### src/rtl/freeze_div_pkg.sv
// Package: shared sizes for the freezable divider.
// Assumes the counter width equals the number of divided outputs.
package freeze_div_pkg;
    localparam int unsigned DIV_W       = 3;   // outputs at /2, /4, /8
    localparam int unsigned RLS_STAGES  = 2;   // falling-edge release stages
    typedef logic [DIV_W-1:0] div_cnt_t;
endpackage

### src/rtl/freeze_div_ctl.sv
// Module: falling-edge control capture.
// Captures the freeze request and re-times the reset release through a
// shift chain clocked on the falling edge. `live` is set once STAGES
// falling edges have passed with mr low. Assumes mr is held across
// at least one falling edge when asserted.
module freeze_div_ctl #(
    parameter int unsigned STAGES = 2
) (
    input  logic clk,
    input  logic mr,
    input  logic en,
    output logic live,
    output logic frz
);
    logic [STAGES-1:0] rls_q;

    generate
        if (STAGES == 1) begin : g_one
            // Purpose: single release stage loads the inverted reset.
            always_ff @(negedge clk) begin
                rls_q <= mr ? 1'b0 : 1'b1;
            end
        end else begin : g_chain
            // Purpose: release chain shifts ones in while reset is low.
            always_ff @(negedge clk) begin
                if (mr) rls_q <= '0;
                else    rls_q <= {rls_q[STAGES-2:0], 1'b1};
            end
        end
    endgenerate

    // Purpose: capture the freeze request on the falling edge.
    always_ff @(negedge clk) begin
        if (mr) frz <= 1'b0;
        else    frz <= en;
    end

    assign live = rls_q[STAGES-1];

    // the release chain only advances one stage per falling edge
    a_r9_live_needs_chain: assert property (@(negedge clk) disable iff (mr)
        $rose(live) |-> $past(rls_q[0]));
endmodule

### src/rtl/freeze_div_counter.sv
// Module: synchronous binary counter with clear and run enable.
// A carry-chain toggle form lets every bit change on the same rising edge.
// Assumes clr dominates run.
module freeze_div_counter #(
    parameter int unsigned W = 3
) (
    input  logic         clk,
    input  logic         clr,
    input  logic         run,
    output logic [W-1:0] cnt
);
    logic [W-1:0] tgl;
    logic [W-1:0] nxt;

    assign tgl[0] = run;
    generate
        for (genvar i = 1; i < W; i++) begin : g_carry
            assign tgl[i] = tgl[i-1] & cnt[i-1];
        end
    endgenerate

    // Purpose: flip the bits whose lower neighbours are all ones.
    always_comb begin
        nxt = cnt ^ tgl;
    end

    // Purpose: register the count, with clear taking priority.
    always_ff @(posedge clk) begin
        if (clr) cnt <= '0;
        else     cnt <= nxt;
    end

    // a running cycle advances the count by one
    a_r1_step: assert property (@(posedge clk) disable iff (clr)
        run |=> cnt == W'($past(cnt) + 1'b1));
    // a stopped cycle keeps the count
    a_r4_hold: assert property (@(posedge clk) disable iff (clr)
        !run |=> $stable(cnt));
    // clearing leaves zero
    a_r6_clear: assert property (@(posedge clk)
        clr |=> cnt == '0);
endmodule

### src/rtl/freeze_div.sv
// Module: top of the freezable /2 /4 /8 divider.
// Outputs come straight from counter bits. The counter runs when the
// release chain is complete and no freeze was captured at the last
// falling edge. Assumes mr and en change away from clock edges.
module freeze_div
    import freeze_div_pkg::*;
(
    input  logic clk,
    input  logic mr,
    input  logic en,
    output logic q0,
    output logic q1,
    output logic q2
);
    logic     live;
    logic     frz;
    logic     run;
    logic     clr;
    div_cnt_t cnt;

    freeze_div_ctl #(.STAGES(RLS_STAGES)) u_ctl (
        .clk  (clk),
        .mr   (mr),
        .en   (en),
        .live (live),
        .frz  (frz)
    );

    // Purpose: derive the counter's clear and run controls.
    always_comb begin
        clr = mr | ~live;
        run = live & ~frz;
    end

    freeze_div_counter #(.W(DIV_W)) u_cnt (
        .clk (clk),
        .clr (clr),
        .run (run),
        .cnt (cnt)
    );

    assign q0 = cnt[0];
    assign q1 = cnt[1];
    assign q2 = cnt[2];

    // q1 only falls together with q0
    a_r2_q1_aligned: assert property (@(posedge clk) disable iff (mr)
        ($past(run) && !$past(mr) && $fell(q1)) |-> $fell(q0));
    // q2 only falls together with q1
    a_r2_q2_aligned: assert property (@(posedge clk) disable iff (mr)
        ($past(run) && !$past(mr) && $fell(q2)) |-> $fell(q1));
    // no count within two edges of a reset-high edge
    a_r7_no_early_count: assert property (@(posedge clk) disable iff (mr)
        $past(mr, 2) |-> (cnt == '0));
endmodule

### config.mk
export PLATFORM = sky130hd
export DESIGN_NAME = freeze_div
export DESIGN_NICKNAME = d
export VERILOG_FILES = /design/src/rtl/freeze_div_pkg.sv /design/src/rtl/freeze_div_ctl.sv /design/src/rtl/freeze_div_counter.sv /design/src/rtl/freeze_div.sv
export SDC_FILE = /design/constraint.sdc
export NUM_CORES = 1
export LEC_CHECK = 0
export ABC_CLOCK_PERIOD_IN_PS = 1400
export BUFFER_PORTS_ARGS = -buffer_cell sky130_fd_sc_hd__buf_2
export CELL_PAD_IN_SITES_DETAIL_PLACEMENT = 1
export CELL_PAD_IN_SITES_GLOBAL_PLACEMENT = 1
export CORE_AREA = 2 2 39 41
export DETAILED_ROUTE_END_ITERATION = 7
export DIE_AREA = 0 0 41 43
export GPL_TIMING_DRIVEN = 0
export PLACE_DENSITY_LB_ADDON = 0.12
export REMOVE_ABC_BUFFERS = 1
export SYNTH_ARGS = -nofsm -noshare
export SYNTH_HDL_FRONTEND = slang
export SYNTH_SLANG_ARGS = --single-unit
### constraint.sdc
create_clock -name clk -period 1.4 [get_ports clk]
set_input_delay 0.07 -clock clk [delete_from_list [all_inputs] [get_ports clk]]
set_output_delay 0.07 -clock clk [all_outputs]
set_load 0.01 [all_outputs]
==> impl_table.tex, run 1 <==
\begin{tabular}{lr}
\hline
Metric & Value \\
\hline
\multicolumn{2}{l}{\textbf{Yosys}} \\
\quad Library cell with the largest summed area after synthesis & dfxtp\_1 \\
\quad Area fraction of the dominant cell type after synthesis & 60.4\% \\
\quad Cell types with the largest area share after synthesis & dfxtp\_1 (60\%), ha\_1 (13\%), and3\_1 (9.4\%), nor2b\_1 (9.4\%), xor2\_1 (4.4\%) \\
\quad Number of synthesized flops with an enable pin & 0 \\
\quad Synthesis-stage register bit count & 6 \\
\quad Proportion of synthesized flip-flops having asynchronous set or reset & 0\% \\
\quad Most frequent cell after synthesis & dfxtp\_1 \\
\quad Most common library cells after synthesis & dfxtp\_1 (6), and3\_1 (3), nor2b\_1 (3) \\
\quad Main synth FF type & dfxtp\_1 \\
\quad Sequential fraction of the synthesis area & 60.4\% \\
\quad Avg Synthesized Cell Area & between 10 and 15 µm² \\
\quad Cell area after synthesis & 199 µm² \\
\quad Warnings, synthesis & 0 \\
\quad Count of mapped cells out of synthesis & 17 \\
\quad Number of distinct library cell variants in the gate-level netlist after synthesis & 6 \\
\multicolumn{2}{l}{\textbf{STA}} \\
\quad Tightest hold margin & 0.169 ns \\
\quad Hold Violations, Final & 0 \\
\quad Setup skew after layout & a little under 0.06 ns \\
\quad Number of setup violations in the final report & 3 \\
\quad Slew Limit Fails & 0 \\
\quad Max-slew headroom & 91.3\% \\
\quad Least-Margin Pin Slew & 0.130 ns \\
\quad Final worst-path setup slack & -0.471 ns \\
\quad Total Negative Setup Slacks & -1.15 ns \\
\quad RSZ-0062 raised after global routing & true \\
\multicolumn{2}{l}{\textbf{Finish}} \\
\quad Filler Cells Inserted & around 170 \\
\quad FF/Latch Area & 121 µm² \\
\quad Final Net Count & 35 \\
\quad \# diodes & 0 \\
\quad P\&R area growth vs syn & 60.4\% \\
\quad Final instance count without filler cells & 45 \\
\quad Share of layout cells above drive strength 1 & 44.8\% \\
\quad Multi-input gate area & around 100 µm² \\
\multicolumn{2}{l}{\textbf{Detailed routing}} \\
\quad Average detailed-routed wire length per instance & 8.09 µm \\
\quad Via count & 150 \\
\quad DRC violation count after routing & 0 \\
\quad DRT iter0 DRCs & 3 \\
\quad Vias per std cell & between 3 and 4 \\
\quad Number of iterations in the first detailed-routing pass & 4 \\
\quad Total wire length after detailed routing & 364 µm \\
\quad Post-route ant nets & 0 \\
\multicolumn{2}{l}{\textbf{Power and ir drop}} \\
\quad Static leakage & 0.000170 µW \\
\quad Overall power after layout & 395 µW \\
\quad Worst vdd ir & 0.000300 V \\
\quad Ratio of total power to cell area & between 1000 and 1500 mW/mm² \\
\multicolumn{2}{l}{\textbf{Worst setup path}} \\
\quad Worst Path Required & 1.54 ns \\
\quad Worst Reg2Reg Path Length in Cells & 5 \\
\quad Critical path startpoint & u\_ctl.rls\_q[1] \\
\quad CP Launch Type & register \\
\quad Critical path start-end classification & register to register \\
\quad Worst endpoint data arrival time & 2.01 ns \\
\quad Crit end category & register \\
\quad Maximum fanout count along the critical path & 2 \\
\quad Setup slack of the most critical reg-to-reg path & -0.47 ns \\
\quad Reg-to-reg endpoint & u\_cnt.cnt[2] \\
\quad Crit Reg-Reg Startpoint & u\_ctl.rls\_q[1] \\
\multicolumn{2}{l}{\textbf{Flow run}} \\
\quad MaxCap Viol Count & 0 \\
\multicolumn{2}{l}{\textbf{Global routing}} \\
\quad Tot GR Track Use & 6.34\% \\
\quad First-pass GRT wire length & 634 µm \\
\quad Number of global-route vias before repair & $\sim$170 \\
\quad Gr ovfl total & 0 \\
\quad Maximum number of pins on one net before global-route repair & 5 \\
\quad Number of antenna violations at the first check in global routing & 0 \\
\multicolumn{2}{l}{\textbf{Floorplan}} \\
\quad Number of placement rows & 14 \\
\quad Full die area & 0.00176 mm² \\
\quad Die boundary height & 43 µm \\
\quad Number of primary I/O pins & 6 \\
\quad Core box area & around 0.0014 mm² \\
\quad Initial cell density of the core & around 14\% \\
\quad Die width & 41 µm \\
\multicolumn{2}{l}{\textbf{Clock network}} \\
\quad Total CTS buffers & 3 \\
\quad CTS Sinks & 6 \\
\quad Maximum clock insertion buffer count & 2 \\
\quad Clk Tree Root Cell & clkbuf\_4 \\
\quad CTS hold repair buffers & 0 \\
\quad Clock latency on the worst-skew pair & 0.30 ns \\
\quad TritonCTS clock tree & yes \\
\quad Clock-pin slew on the worst setup and hold paths & 0.05 ns \\
\quad Depth of the CTS H-tree & 1 \\
\multicolumn{2}{l}{\textbf{Placed design}} \\
\quad Port Buf Inserts & 5 \\
\quad Dpl cells & 38 \\
\quad Weighted congestion at the end of routability-driven global placement & 0.509 \\
\quad Worst-case setup slack after placement & -0.552 ns \\
\multicolumn{2}{l}{\textbf{Min path}} \\
\quad Worst hold path endpoint & u\_cnt.cnt[2] \\
\quad Start point of the worst min-delay path & mr \\
\quad Hold-critical path depth & 3 \\
\quad Path type of the worst min-delay path & input pin to register \\
\multicolumn{2}{l}{\textbf{Status}} \\
\quad Violations in the final reports & negative setup slack \\
\quad Run status & finished with violations \\
\hline
\end{tabular}
## report_power, final
part	internal, µW	leakage, µW	switching, µW
Sequential	177	0.0000496	3.01
Clock	120	0.0000310	80.5
Combinational	9.05	0.0000892	5.90
## flip-flops by register name, summed over array words and instances, names as in the netlist
name / flops
u_cnt.cnt: 3
u_ctl.rls_q: 2
u_ctl.frz: 1
## final cells by class
type                       count  area share, %
sequential                     6           38.0
multi-input combinational      9           32.5
timing repair buffer           6           10.2
clock buffer                   4           8.24
tap                           16           6.27
clock inverter                 3           3.53
inverter                       1           1.18
## routing by layer
metal / track usage (%) / up-vias / part of all wire, %
met3: 1.57 / 0 / 9.1
li1: - / 78 / -
met4: 12.0 / 0 / 0
met5: 0 / - / 0
met1: 6.47 / 65 / 42
met2: 6.88 / 7 / 49
## metrics by stage
step	cell area, µm²	utilization (%)
floorplan	199	-
global placement	244	17.6
detailed placement	244	17.6
CTS	319	23.1
global route	319	23.1
finish	319	23.1
## worst max-delay path: stages, from the launching register on
cell and delay (ns):
dfxtp_2 0.31, nor2b_4 0.12, ha_4 0.16, ha_4 0.15, xor2_1 0.13, and3_1 0.15
## kinds of logic (layout without fill, tap and decap cells)
kind of cell	Yosys count	count (layout)	share of synthesized area, %
and+or+nand+nor	6	6	18.9
buffers and inverters	2	14	3.77
adders and majority gates	2	2	12.6
DFF	6	6	60.4
xor gates and xnor gates	1	1	4.40
## what timing repair did
item / CTS / global route
resized for setup: 7 / 0
setup buffers: 1 / 0
pin swaps: 4 / 1
endpoints found under the hold margin: 0 / 0
setup endpoints to repair: 3 / 3
## layout by cell type, fill, tap and decap left out
cell type  n
buf_2      5
dfxtp_1    5
inv_1      4
and3_1     3
clkbuf_4   3
nor2b_1    2
ha_4       2
xor2_1     1
nor2b_4    1
clkbuf_1   1
buf_4      1
dfxtp_2    1
## worst max-delay path by stage
stage and to:
4_1_cts u_cnt.cnt[2], 5_1_grt u_cnt.cnt[2], 3_3_place_gp u_cnt.cnt[2], 2_1_floorplan u_cnt.cnt[2], 6_report u_cnt.cnt[2], 3_5_place_dp u_cnt.cnt[2]
(Power assumes the default switching activity.)
==> run 2: changes to the inputs <==
ABC_AREA = 1   (was default)
==> impl_table.tex, run 2 <==
\begin{tabular}{lr}
\hline
Metric & Value \\
\hline
\multicolumn{2}{l}{\textbf{Global routing}} \\
\quad Maximum number of pins on one net before global-route repair & 5 \\
\quad Gr ovfl total & 0 \\
\quad Number of global-route vias before repair & between 200 and 250 \\
\quad Tot GR Track Use & 5.94\% \\
\quad First-pass GRT wire length & 669 µm \\
\quad Number of antenna violations at the first check in global routing & 0 \\
\multicolumn{2}{l}{\textbf{Worst setup path}} \\
\quad Worst endpoint data arrival time & 1.87 ns \\
\quad Crit path max-delay family & flip-flops \\
\quad Worst Path Required & about 1.5 ns \\
\quad Crit end category & register \\
\quad Series of cell instances along the critical path & inv\_2 > nor2\_4 > ha\_4 > ha\_4 > inv\_2 > nand2\_2 > nand2\_2 > nor2\_2 \\
\quad CP Launch Type & register \\
\quad Master of the slowest instance on the critical path & dfxtp\_2 \\
\quad Maximum fanout count along the critical path & 2 \\
\quad Critical path's largest stage delay & 0.31 ns \\
\quad Critical path start-end classification & register to register \\
\quad Buffers plus inverters on the worst setup path & 2 \\
\multicolumn{2}{l}{\textbf{Finish}} \\
\quad Multi-input gate area & between 100 and 150 µm² \\
\quad \# diodes & 0 \\
\quad Final Net Count & 45 \\
\quad Most frequent standard cell in the layout excluding fill and tap cells & inv\_1 \\
\quad P\&R area growth vs syn & 57.1\% \\
\quad Share of layout cells above drive strength 1 & 59.0\% \\
\quad Finished Cell Area & 348 µm² \\
\quad Registers with the most flip-flops & u\_cnt.cnt: 3 flops, u\_ctl.rls\_q: 2 flops, u\_ctl.frz: 1 flops \\
\quad Most frequent cells in the layout & inv\_1 (6), inv\_2 (5), buf\_2 (5), nor2\_1 (4), dfxtp\_1 (4) \\
\quad FF/Latch Area & between 100 and 150 µm² \\
\quad Filler Cells Inserted & 175 \\
\quad Register bank with the most flops & u\_cnt.cnt \\
\quad Largest register FFs & 3 \\
\quad Final instance count without filler cells & 55 \\
\multicolumn{2}{l}{\textbf{Placed design}} \\
\quad Dpl cells & 48 \\
\quad Worst-case setup slack after placement & -0.402 ns \\
\quad Total placed instance area & 267 µm² \\
\quad Placed wire-length estimate & 311 µm \\
\quad Weighted congestion at the end of routability-driven global placement & 0.577 \\
\quad Port Buf Inserts & 5 \\
\multicolumn{2}{l}{\textbf{Yosys}} \\
\quad Cell types with the largest area share after synthesis & dfxtp\_1 (54\%), inv\_1 (14\%), ha\_1 (11\%), nor2\_1 (8.5\%), nand2\_1 (5.1\%) \\
\quad Synthesis-stage register bit count & 6 \\
\quad Most common library cells after synthesis & inv\_1 (8), dfxtp\_1 (6), nor2\_1 (5) \\
\quad Cell area after synthesis & 221 µm² \\
\quad Avg Synthesized Cell Area & 8.20 µm² \\
\quad Count of mapped cells out of synthesis & 27 \\
\quad Most frequent cell after synthesis & inv\_1 \\
\quad Number of synthesized flops with an enable pin & 0 \\
\quad Area fraction of the dominant cell type after synthesis & 54.2\% \\
\quad Proportion of synthesized flip-flops having asynchronous set or reset & 0\% \\
\quad Main synth FF type & dfxtp\_1 \\
\quad Number of distinct library cell variants in the gate-level netlist after synthesis & 8 \\
\quad Library cell with the largest summed area after synthesis & dfxtp\_1 \\
\quad Warnings, synthesis & 0 \\
\quad Sequential fraction of the synthesis area & 54.2\% \\
\multicolumn{2}{l}{\textbf{STA}} \\
\quad Final worst-path setup slack & -0.333 ns \\
\quad Hold Violations, Final & 0 \\
\quad Slew Limit Fails & 0 \\
\quad RSZ-0062 raised after global routing & true \\
\quad Max-slew headroom & between 90 and 100\% \\
\quad Number of setup violations in the final report & 3 \\
\quad Setup skew after layout & 0.0631 ns \\
\quad Least-Margin Pin Slew & $\sim$0.13 ns \\
\quad Total Negative Setup Slacks & -0.824 ns \\
\multicolumn{2}{l}{\textbf{Flow run}} \\
\quad MaxCap Viol Count & 0 \\
\multicolumn{2}{l}{\textbf{Detailed routing}} \\
\quad Total wire length after detailed routing & between 300 and 400 µm \\
\quad Vias per std cell & 3.40 \\
\quad Average detailed-routed wire length per instance & 7.20 µm \\
\quad DRC violation count after routing & 0 \\
\quad Post-route ant nets & 0 \\
\quad Number of iterations in the first detailed-routing pass & 1 \\
\quad Via count & 187 \\
\quad DRT iter0 DRCs & 0 \\
\multicolumn{2}{l}{\textbf{Floorplan}} \\
\quad Die boundary height & 43 µm \\
\quad Number of primary I/O pins & 6 \\
\quad Number of placement rows & 14 \\
\quad Core box area & between 0.001 and 0.0015 mm² \\
\quad Die width & 41 µm \\
\quad Initial cell density of the core & $\sim$16\% \\
\quad Full die area & 0.00176 mm² \\
\multicolumn{2}{l}{\textbf{Power and ir drop}} \\
\quad Static leakage & $\sim$0.00017 µW \\
\quad Overall power after layout & 404 µW \\
\quad Worst vdd ir & 0.000390 V \\
\quad Ratio of total power to cell area & 1160 mW/mm² \\
\multicolumn{2}{l}{\textbf{Clock network}} \\
\quad Maximum clock insertion buffer count & 2 \\
\quad TritonCTS clock tree & yes \\
\quad Clock-pin slew on the worst setup and hold paths & 0.05 ns \\
\quad CTS Sinks & 6 \\
\quad Total CTS buffers & 3 \\
\quad CTS hold repair buffers & 0 \\
\quad Depth of the CTS H-tree & 1 \\
\quad Clk Tree Root Cell & clkbuf\_4 \\
\quad Clock latency on the worst-skew pair & around 0.3 ns \\
\multicolumn{2}{l}{\textbf{Status}} \\
\quad Run status & finished with violations \\
\quad Violations in the final reports & negative setup slack \\
\multicolumn{2}{l}{\textbf{Min path}} \\
\quad Path type of the worst min-delay path & input pin to register \\
\hline
\end{tabular}
[run 2: changes by cell type after synthesis, moves of 3 or more]
cell / before / now
nand2_1: 0 / 3
nor2_1: 0 / 5
inv_1: 2 / 8
and3_1: 3 / 0
nor2b_1: 3 / 0
[run 2: area by class of cell]
class / count / area share [%]
sequential: 6 / 35.3
multi-input combinational: 12 / 30.2
timing repair buffer: 6 / 9.35
inverter: 8 / 8.63
clock buffer: 4 / 7.55
tap: 16 / 5.76
clock inverter: 3 / 3.24
[run 2: cells by family after synthesis]
family | count (synthesis) | share of synthesized area [%]
buffers and inverters | 9 | 15.3
adder cells (fa/ha/maj) | 2 | 11.3
flip-flops | 6 | 54.2
AND/OR/NAND/NOR | 10 | 19.2
[run 2: final timing paths]
| path | depth (start not counted) | endpoint | from | slack (ns) |
|---|---|---|---|---|
| worst max-delay path | 8 | u_cnt.cnt[2] | u_ctl.rls_q[1] | -0.33 |
| worst min register to register | 2 | u_ctl.rls_q[1] | u_ctl.rls_q[0] | 0.41 |
| worst max register to register | 8 | u_cnt.cnt[2] | u_ctl.rls_q[1] | -0.33 |
| worst min-delay path | 4 | u_cnt.cnt[2] | mr | 0.13 |
[run 2: repair_timing]
item,in CTS,in global routing
endpoints found under the setup margin,3,3
setup buffers,1,0
pin swaps,2,3
resized for setup,8,6
[run 2: layer usage]
metal | global-route usage, % | up-vias | wire length, µm
li1 | - | 98 | -
met1 | 5.50 | 83 | 165
met2 | 9.38 | 6 | 211
met3 | 3.14 | 0 | 19
met4 | 4.00 | 0 | 0
met5 | 0 | - | 0
[run 2: worst register-to-register path, cell delays in order (launching register included)]
cell	delay [ns]
dfxtp_2	0.31
inv_2	0.06
nor2_4	0.04
ha_4	0.15
ha_4	0.16
inv_2	0.05
nand2_2	0.04
nand2_2	0.06
nor2_2	0.03
[run 2: metrics by stage]
| step | hold slack, ns | util [%] |
|---|---|---|
| 2_1_floorplan | 0.236 | - |
| 3_3_place_gp | 0.388 | 19.3 |
| 3_5_place_dp | 0.396 | 19.3 |
| 4_1_cts | 0.137 | 23.6 |
| 5_1_grt | 0.152 | 25.1 |
| 6_report | 0.132 | 25.1 |
[run 2: power breakdown]
part | internal [µW] | switching (µW)
logic | 9.61 | 9.73
clock network | 120 | 84.0
registers | 178 | 3.06
==> run 3: changes to the inputs <==
SYNTH_HIERARCHICAL = 1   (was default)
==> impl_table.tex, run 3 <==
\begin{tabular}{lr}
\hline
Metric & Value \\
\hline
\multicolumn{2}{l}{\textbf{Status}} \\
\quad Run status & finished with violations \\
\quad Violations in the final reports & negative setup slack \\
\multicolumn{2}{l}{\textbf{STA}} \\
\quad Tightest hold margin & around 0.19 ns \\
\quad Least-Margin Pin Slew & 0.135 ns \\
\quad Number of setup violations in the final report & 3 \\
\quad Hold Violations, Final & 0 \\
\quad Max-slew headroom & between 90\% and 100\% \\
\quad Setup skew after layout & between 0.04 and 0.05 ns \\
\quad Slew Limit Fails & 0 \\
\quad Final worst-path setup slack & -0.313 ns \\
\quad RSZ-0062 raised after global routing & true \\
\multicolumn{2}{l}{\textbf{Min path}} \\
\quad Path type of the worst min-delay path & input pin to register \\
\multicolumn{2}{l}{\textbf{Detailed routing}} \\
\quad Number of iterations in the first detailed-routing pass & 2 \\
\quad Via count & between 150 and 200 \\
\quad DRT iter0 DRCs & 2 \\
\quad Routed length on met3 & around 26 µm \\
\quad Total wire length after detailed routing & $\sim$420 µm \\
\quad Average detailed-routed wire length per instance & 7.76 µm \\
\quad Post-route ant nets & 0 \\
\quad M1 WL & 141 µm \\
\quad Highest metal used & met4 \\
\quad DRC violation count after routing & 0 \\
\quad Vias per std cell & about 3.5 \\
\quad Detail Route met2 WL & between 200 and 250 µm \\
\multicolumn{2}{l}{\textbf{Yosys}} \\
\quad Sequential fraction of the synthesis area & 54.2\% \\
\quad Number of synthesized flops with an enable pin & 0 \\
\quad Area fraction of the dominant cell type after synthesis & 54.2\% \\
\quad Cell types with the largest area share after synthesis & dfxtp\_1 (54\%), inv\_1 (15\%), ha\_1 (11\%), nor2\_1 (8.5\%), nor2\_2 (5.6\%) \\
\quad Synthesis-stage register bit count & 6 \\
\quad Library cell with the largest summed area after synthesis & dfxtp\_1 \\
\quad Proportion of synthesized flip-flops having asynchronous set or reset & 0\% \\
\quad Avg Synthesized Cell Area & 8.20 µm² \\
\quad Most frequent cell after synthesis & inv\_1 \\
\quad Main synth FF type & dfxtp\_1 \\
\quad Warnings, synthesis & 6 \\
\quad Most common library cells after synthesis & inv\_1 (9), dfxtp\_1 (6), nor2\_1 (5) \\
\quad Count of mapped cells out of synthesis & 27 \\
\quad Cell area after synthesis & 221 µm² \\
\quad Number of distinct library cell variants in the gate-level netlist after synthesis & 6 \\
\multicolumn{2}{l}{\textbf{Global routing}} \\
\quad Number of antenna violations at the first check in global routing & 0 \\
\quad Maximum number of pins on one net before global-route repair & 5 \\
\quad Tot GR Track Use & 7.44\% \\
\quad Number of global-route vias before repair & 201 \\
\quad First-pass GRT wire length & 696 µm \\
\quad Gr ovfl total & 0 \\
\multicolumn{2}{l}{\textbf{Power and ir drop}} \\
\quad Worst vdd ir & about 0.00030 V \\
\quad Static leakage & 0.000172 µW \\
\quad Ratio of total power to cell area & 1190 mW/mm² \\
\multicolumn{2}{l}{\textbf{Clock network}} \\
\quad Clock-pin slew on the worst setup and hold paths & 0.05 ns \\
\quad Depth of the CTS H-tree & 1 \\
\quad CTS Sinks & 6 \\
\quad Clock latency on the worst-skew pair & 0.29 ns \\
\quad Maximum clock insertion buffer count & 2 \\
\quad TritonCTS clock tree & yes \\
\quad Total CTS buffers & 3 \\
\quad Clk Tree Root Cell & clkbuf\_4 \\
\quad Buffers inserted during post-CTS setup optimization & 0 \\
\multicolumn{2}{l}{\textbf{Finish}} \\
\quad \# diodes & 0 \\
\quad Multi-input gate area & 108 µm² \\
\quad Finished Cell Area & 342 µm² \\
\quad Largest register FFs & 3 \\
\quad FF/Latch Area & 121 µm² \\
\quad Filler Cells Inserted & $\sim$170 \\
\quad Register bank with the most flops & u\_cnt/cnt \\
\quad P\&R area growth vs syn & 54.2\% \\
\quad Most frequent standard cell in the layout excluding fill and tap cells & inv\_1 \\
\quad Registers with the most flip-flops & u\_cnt/cnt: 3 flops, u\_ctl/rls\_q: 2 flops, u\_ctl/frz: 1 flops \\
\quad Most frequent cells in the layout & inv\_1 (8), buf\_2 (5), dfxtp\_1 (5) \\
\quad Final Net Count & 44 \\
\quad Share of layout cells above drive strength 1 & between 50 and 60\% \\
\quad Final instance count without filler cells & 54 \\
\quad Final standard cell utilization of the core & around a quarter \\
\multicolumn{2}{l}{\textbf{Worst setup path}} \\
\quad Maximum fanout count along the critical path & 2 \\
\quad Worst Path Required & 1.59 ns \\
\quad Worst endpoint data arrival time & 1.90 ns \\
\quad Critical path start-end classification & register to register \\
\quad CP Launch Type & register \\
\quad Crit end category & register \\
\multicolumn{2}{l}{\textbf{Placed design}} \\
\quad Dpl cells & 48 \\
\quad Port Buf Inserts & 5 \\
\quad Weighted congestion at the end of routability-driven global placement & 0.554 \\
\quad Total placed instance area & 267 µm² \\
\quad Placed wire-length estimate & 347 µm \\
\quad Worst-case setup slack after placement & -0.382 ns \\
\multicolumn{2}{l}{\textbf{Floorplan}} \\
\quad Initial cell density of the core & 16.0\% \\
\quad Full die area & 0.00176 mm² \\
\quad Die width & 41 µm \\
\quad Die boundary height & around 43 µm \\
\quad Core box area & 0.00138 mm² \\
\quad Number of primary I/O pins & 6 \\
\quad Number of placement rows & 14 \\
\multicolumn{2}{l}{\textbf{Flow run}} \\
\quad MaxCap Viol Count & 0 \\
\hline
\end{tabular}
run 3: cell type report:
type / instances / share of cell area [%]
clock inverters: 3 / 3.30
well taps: 16 / 5.86
multi-input cells: 12 / 31.5
flip-flops and latches: 6 / 35.5
clock buffers: 4 / 7.69
repair buffers: 5 / 7.33
inverters: 8 / 8.79
run 3: kinds of logic (layout without fill, tap and decap cells):
group,after synthesis,in the layout,share of synthesized area (%)
adders and majority gates,2,2,11.3
DFF,6,6,54.2
buffers and inverters,9,20,15.3
and+or+nand+nor,10,10,19.2
run 3: power breakdown:
part | switching [µW] | total [µW] | internal, µW | leakage [µW]
clock | 86.3 | 206 | 120 | 0.0000310
combinational | 10.7 | 19.1 | 8.49 | 0.0000915
sequential | 3.13 | 180 | 177 | 0.0000496
run 3: worst max-delay path, cell delays in order, from the launching register on:
cell and delay [ns]:
dfxtp_2 0.31, inv_2 0.06, nor2_4 0.04, ha_4 0.15, ha_4 0.26, inv_2 0.02
nor2_1 0.07
run 3: worst paths after layout:
kind         slack [ns]             end            from  cells past startpoint
min reg2reg        0.43  u_ctl/rls_q[1]  u_ctl/rls_q[0]                      2
max reg2reg       -0.31    u_cnt/cnt[1]  u_ctl/rls_q[1]                      6
max               -0.31    u_cnt/cnt[1]  u_ctl/rls_q[1]                      6
min                0.19    u_cnt/cnt[0]              mr                      4
run 3: through the flow:
step,setup TNS [ns],power (µW)
2_1_floorplan,-0.734,208
3_3_place_gp,-0.828,213
3_5_place_dp,-0.935,214
4_1_cts,-0.832,422
5_1_grt,-0.947,446
6_report,-0.780,406
run 3: repair_timing:
item	4_1_cts	5_1_grt
hold buffers	0	0
resized for setup	11	2
setup endpoints to repair	3	3
pin swaps	2	0
run 3: metal layers:
metal / vias to the layer above / GRT usage (%)
met3: 2 / 6.81
met1: 83 / 3.88
met5: - / 0
met4: 0 / 10.7
met2: 6 / 10.3
li1: 96 / -
